### src/rtl/rotmask_pkg.sv
package rotmask_pkg;

  localparam int DATA_W = 64;

  typedef enum logic {
    ROT_DWORD = 1'b0,
    ROT_WORD  = 1'b1
  } rot_mode_e;

endpackage

### src/rtl/rm_rotator.sv
module rm_rotator #(
  parameter int XLEN = 64,
  localparam int AW = $clog2(XLEN)
) (
  input  logic [XLEN-1:0] src_i,
  input  logic [AW-1:0]   amt_i,
  input  logic            word_mode_i,
  output logic [XLEN-1:0] dup_o,
  output logic [AW-1:0]   amt_eff_o,
  output logic [XLEN-1:0] rot_o
);
  import rotmask_pkg::*;

  localparam int HALF = XLEN / 2;
  localparam logic [AW-1:0] HALF_MASK = AW'(HALF - 1);

  // Copy the low half into both halves when word rotation is selected.
  function automatic logic [XLEN-1:0] spread_low(input logic [XLEN-1:0] v,
                                                 input logic wm);
    return (rot_mode_e'(wm) == ROT_WORD) ? {v[HALF-1:0], v[HALF-1:0]} : v;
  endfunction

  // Reduce the rotate count to the word length.
  function automatic logic [AW-1:0] wrap_amount(input logic [AW-1:0] a,
                                                input logic wm);
    return (rot_mode_e'(wm) == ROT_WORD) ? (a & HALF_MASK) : a;
  endfunction

  logic [XLEN-1:0] stage [0:AW];

  assign dup_o     = spread_low(src_i, word_mode_i);
  assign amt_eff_o = wrap_amount(amt_i, word_mode_i);
  assign stage[0]  = dup_o;

  // One stage per amount bit; stage s rotates left by 2**s.
  for (genvar s = 0; s < AW; s++) begin : g_stage
    localparam int SH = 1 << s;
    assign stage[s+1] = amt_eff_o[s]
                      ? {stage[s][XLEN-1-SH:0], stage[s][XLEN-1:XLEN-SH]}
                      : stage[s];
  end

  assign rot_o = stage[AW];

endmodule

### src/rtl/rm_mask_gen.sv
module rm_mask_gen #(
  parameter int XLEN = 64,
  localparam int AW = $clog2(XLEN)
) (
  input  logic [AW-1:0]   begin_i,
  input  logic [AW-1:0]   end_i,
  output logic            wrap_o,
  output logic [XLEN-1:0] mask_o
);

  // Ones at indices b..XLEN-1 (index 0 = MSB).
  function automatic logic [XLEN-1:0] ones_from(input logic [AW-1:0] b);
    return {XLEN{1'b1}} >> b;
  endfunction

  // Ones at indices 0..e (index 0 = MSB).
  function automatic logic [XLEN-1:0] ones_through(input logic [AW-1:0] e);
    logic [AW:0] sh;
    sh = {1'b0, e} + 1'b1;
    return ~({XLEN{1'b1}} >> sh);
  endfunction

  logic [XLEN-1:0] from_w;
  logic [XLEN-1:0] thru_w;

  assign from_w = ones_from(begin_i);
  assign thru_w = ones_through(end_i);
  assign wrap_o = begin_i > end_i;
  assign mask_o = wrap_o ? (from_w | thru_w) : (from_w & thru_w);

endmodule

### src/rtl/rm_merge.sv
module rm_merge #(
  parameter int XLEN = 64
) (
  input  logic [XLEN-1:0] rot_i,
  input  logic [XLEN-1:0] mask_i,
  output logic [XLEN-1:0] res_o
);

  function automatic logic [XLEN-1:0] keep_bits(input logic [XLEN-1:0] v,
                                                input logic [XLEN-1:0] m);
    return v & m;
  endfunction

  assign res_o = keep_bits(rot_i, mask_i);

endmodule

### src/rtl/rotmask_unit.sv
module rotmask_unit #(
  parameter int XLEN = rotmask_pkg::DATA_W,
  localparam int AW = $clog2(XLEN)
) (
  input  logic [XLEN-1:0] src_i,
  input  logic [AW-1:0]   amount_i,
  input  logic            word_mode_i,
  input  logic [AW-1:0]   mask_begin_i,
  input  logic [AW-1:0]   mask_end_i,
  output logic [XLEN-1:0] rotated_o,
  output logic [XLEN-1:0] mask_o,
  output logic [XLEN-1:0] result_o
);

  // Named internal events, brought out for the checker.
  logic [XLEN-1:0] dup_w;
  logic [AW-1:0]   amt_eff_w;
  logic            wrap_w;

  rm_rotator #(.XLEN(XLEN)) u_rot (
    .src_i       (src_i),
    .amt_i       (amount_i),
    .word_mode_i (word_mode_i),
    .dup_o       (dup_w),
    .amt_eff_o   (amt_eff_w),
    .rot_o       (rotated_o)
  );

  rm_mask_gen #(.XLEN(XLEN)) u_mask (
    .begin_i (mask_begin_i),
    .end_i   (mask_end_i),
    .wrap_o  (wrap_w),
    .mask_o  (mask_o)
  );

  rm_merge #(.XLEN(XLEN)) u_merge (
    .rot_i  (rotated_o),
    .mask_i (mask_o),
    .res_o  (result_o)
  );

endmodule

### config.mk
export PLATFORM = sky130hd
export DESIGN_NAME = rotmask_unit
export DESIGN_NICKNAME = d
export VERILOG_FILES = /design/src/rtl/rotmask_pkg.sv /design/src/rtl/rm_rotator.sv /design/src/rtl/rm_mask_gen.sv /design/src/rtl/rm_merge.sv /design/src/rtl/rotmask_unit.sv
export SDC_FILE = /design/constraint.sdc
export NUM_CORES = 1
export LEC_CHECK = 0
export BUFFER_PORTS_ARGS = -buffer_cell sky130_fd_sc_hd__buf_4
export CAP_MARGIN = 10
export CORE_MARGIN = 2
export CORE_UTILIZATION = 51
export DETAILED_ROUTE_END_ITERATION = 16
export PLACE_DENSITY = 0.81
export SYNTH_ARGS = -nofsm -noshare
export SYNTH_HDL_FRONTEND = slang
export SYNTH_HIERARCHICAL = 1
export SYNTH_SLANG_ARGS = --single-unit
### constraint.sdc
create_clock -name vclk -period 3.4
set_input_delay 0.68 -clock vclk [all_inputs]
set_output_delay 0.68 -clock vclk [all_outputs]
set_load 0.01 [all_outputs]
==> results of run 1 <==
## through the flow
stage	std cells	utilization, %	setup WS (ps)	area (sq um)	hold WS (ps)
floorplan	1235	-	-95.81	9389	1571
global placement	1963	77.15	-480.3	13810	1864
detailed placement	1963	77.15	-481.5	13810	1873
CTS	2008	88.90	-324.8	15920	1883
## what timing repair did
item | CTS
gates cloned | 5
hold buffers | 0
gates resized for setup | 377
setup endpoints to repair | 128
pin swaps | 96
buffers inserted | 44
## per-layer routing
| metal | GRT usage (%) | overflow |
|---|---|---|
| met5 | 30.83 | 0 |
| met4 | 79.85 | 44 |
| met3 | 66.44 | 2 |
| met2 | 96.19 | 47 |
| met1 | 81.06 | 2 |
==> flow_metrics.env, run 1 <==
export IMPL_io_buffers=275
export IMPL_worst_ep_kind="top-level output"
export IMPL_dpl_hpwl_mm=41.80
export IMPL_stop_stage="global routing (5_1_grt)"
export IMPL_yosys_warnings=6
export IMPL_dieHeight_um=139.0
export IMPL_synth_nets=1324
export IMPL_postGrtWorstEndpoint="result_o[57]"
export IMPL_status="did not finish"
export IMPL_grt_max_degree=56
export IMPL_initial_core_util_pct=51.91
export IMPL_place_congestion=1.123
export IMPL_grt_use_total_pct=80.60
export IMPL_syn_area_per_cell_sq_um=7.524
export IMPL_grt_ovfl_total=95
export IMPL_fp_row_count=49
export IMPL_first_error="[ERROR GRT-0232] Routing congestion too high. Check the congestion heatmap in the GUI."
export IMPL_syn_cell_area_sq_um=9293
export IMPL_syn_inst=1235
export IMPL_die_w_um=139.0
export IMPL_ios=275
==> run 2, diff against run 1 <==
Settings changed: CORE_UTILIZATION 51 to 40, PLACE_DENSITY 0.81 to default, PLACE_DENSITY_LB_ADDON from default to 0.15.
Clock period 3.4 ns to 4.4 ns, I/O delays scaled along.
==> run 2 against run 1 <==
The flow now finishes, with violations (negative setup slack); synthesized area did not move; synthesized cell count unchanged.
==> flow_metrics.env, run 2 <==
export IMPL_worstPathMaxFanout=21
export IMPL_io_buffers=275
export IMPL_drt_iter0_markers=1795
export IMPL_dieArea_sq_um=24470
export IMPL_clkbuf_count=0
export IMPL_antenna_left=0
export IMPL_crit_arrival_ps=3540
export IMPL_synth_nets=1324
export IMPL_mostFrequentLayoutCells="409 x buf_4, 119 x nand2_1, 111 x mux2i_1, 100 x nor2_1, 83 x and2_1"
export IMPL_dieHeight_um=156.4
export IMPL_period_share_pct=100.4
export IMPL_drive_above_1_share_pct=39.66
export IMPL_p_total_mw=2.486
export IMPL_seq_cells=0
export IMPL_p_sw_share_pct=56.18
export IMPL_final_hold_violation_count=0
export IMPL_grt_use_total_pct=42.99
export IMPL_vias_per_cell=6.985
export IMPL_syn_cell_area_sq_um=9293
export IMPL_critPathRequiredTime_ps=3520
export IMPL_timing_critical_path_from="amount_i[1]"
export IMPL_route_vias_total=12660
export IMPL_p_switching_mw=1.397
export IMPL_whs_ps=2245
export IMPL_seqCellArea_sq_um=0
export IMPL_setup_violations=1
export IMPL_drv_cap=0
export IMPL_fmaxAchievable_ghz=0.2264
export IMPL_grt_antenna_before_repair=0
export IMPL_ios=275
export IMPL_maxSlewViolCount=0
export IMPL_place_congestion=1.061
export IMPL_violations="negative setup slack"
export IMPL_cp_end_kind="output pin"
export IMPL_intPower_mw=1.089
export IMPL_peakVddDrop_mv=0.1218
export IMPL_post_route_util_pct=54.62
export IMPL_worstSetupPathType="in -> out"
export IMPL_wire_per_inst_um=30.23
export IMPL_start_kind="primary input"
export IMPL_status="complete, but fails checks"
export IMPL_leakage_nw=5.319
export IMPL_power_density_nw_per_um2=200.4
export IMPL_hp_class="in -> out"
export IMPL_fp_row_count=55
export IMPL_syn_to_final_growth_pct=33.49
export IMPL_syn_area_per_cell_sq_um=7.524
export IMPL_drc_errors=0
export IMPL_dpl_hpwl_mm=44.34
export IMPL_final_cell_area_sq_um=12400
export IMPL_drt_pass1_iter_count=8
export IMPL_die_w_um=156.4
export IMPL_final_common_cell="buf_4"
export IMPL_initial_core_util_pct=40.92
export IMPL_placed_cell_area_sq_um=12280
export IMPL_num_antenna_cells=0
export IMPL_yosys_warnings=6
export IMPL_worst_slack_ps=-16.88
export IMPL_slew_headroom_pct=47.28
export IMPL_grt_pass1_wl_mm=78.78
export IMPL_p_clk_share_pct=0
export IMPL_combPwrFrac_pct=100.0
export IMPL_p_seq_share_pct=0
export IMPL_min_period_ps=4417
export IMPL_routed_wl_mm=54.81
export IMPL_grt_max_degree=58
export IMPL_worst_pin_slew_ps=787.9
export IMPL_grt_pass1_vias=11680
export IMPL_grt_ovfl_total=0
export IMPL_syn_inst=1235
export IMPL_min_delay_start="mask_end_i[5]"
export IMPL_coreArea_sq_um=22710
export IMPL_final_nets=1619
-- run 2: worst paths after layout --
check | slack, ps | depth (start not counted) | end
setup / recovery | -20 | 11 | result_o[56]
hold / removal | 2250 | 3 | mask_o[31]
-- run 2: worst max-delay path, stage by stage --
cell	delay [ps]
buf_6	170
buf_12	190
mux4_2	600
a222oi_1	390
buf_4	200
mux2_2	230
nor2_1	60
nor2_1	280
mux2i_1	200
and2_1	200
buf_4	140
-- run 2: power by group through the flow --
stage	clock network (mW)	logic [mW]	registers, mW
3_5_place_dp	0	2.37	0
3_3_place_gp	0	2.39	0
4_1_cts	0	2.39	0
6_report	0	2.49	0
5_1_grt	0	2.58	0
2_1_floorplan	0	1.23	0
-- run 2: repair_timing --
item / 4_1_cts / 5_1_grt
setup endpoints to repair: 2 / 33
buffers inserted: 0 / 1
resized for setup: 2 / 27
hold buffers: 0 / 0
pin swaps: 1 / 3
-- run 2: area by class of cell --
| cell class | count | area, sq um |
|---|---|---|
| Multi-Input combinational cell | 1083 | 8576 |
| Timing Repair Buffer | 426 | 3401 |
| Fill cell | 2225 | 10300 |
| Inverter | 19 | 71.32 |
| Tap cell | 285 | 356.6 |
-- run 2: through the flow --
| stage | cells | TNS (ps) | setup slack (ps) |
|---|---|---|---|
| after floorplan | 1235 | 0 | 477.5 |
| after global placement | 1812 | -318.8 | -86.22 |
| after detailed placement | 1812 | -84.85 | -84.85 |
| after CTS | 1812 | 0 | 1.004 |
| after global routing | 1813 | -9.221 | -9.221 |
| final | 1813 | -16.88 | -16.88 |
-- run 2: metal layers --
metal,GRT usage (%),up-vias,part of all wire (%)
li1,-,5354,-
met1,58.64,6113,39
met2,66.23,1048,44
met3,9.693,148,13
met4,15.86,0,4.7
met5,0,-,0
No activity file was read; power rests on OpenSTA's default activity.
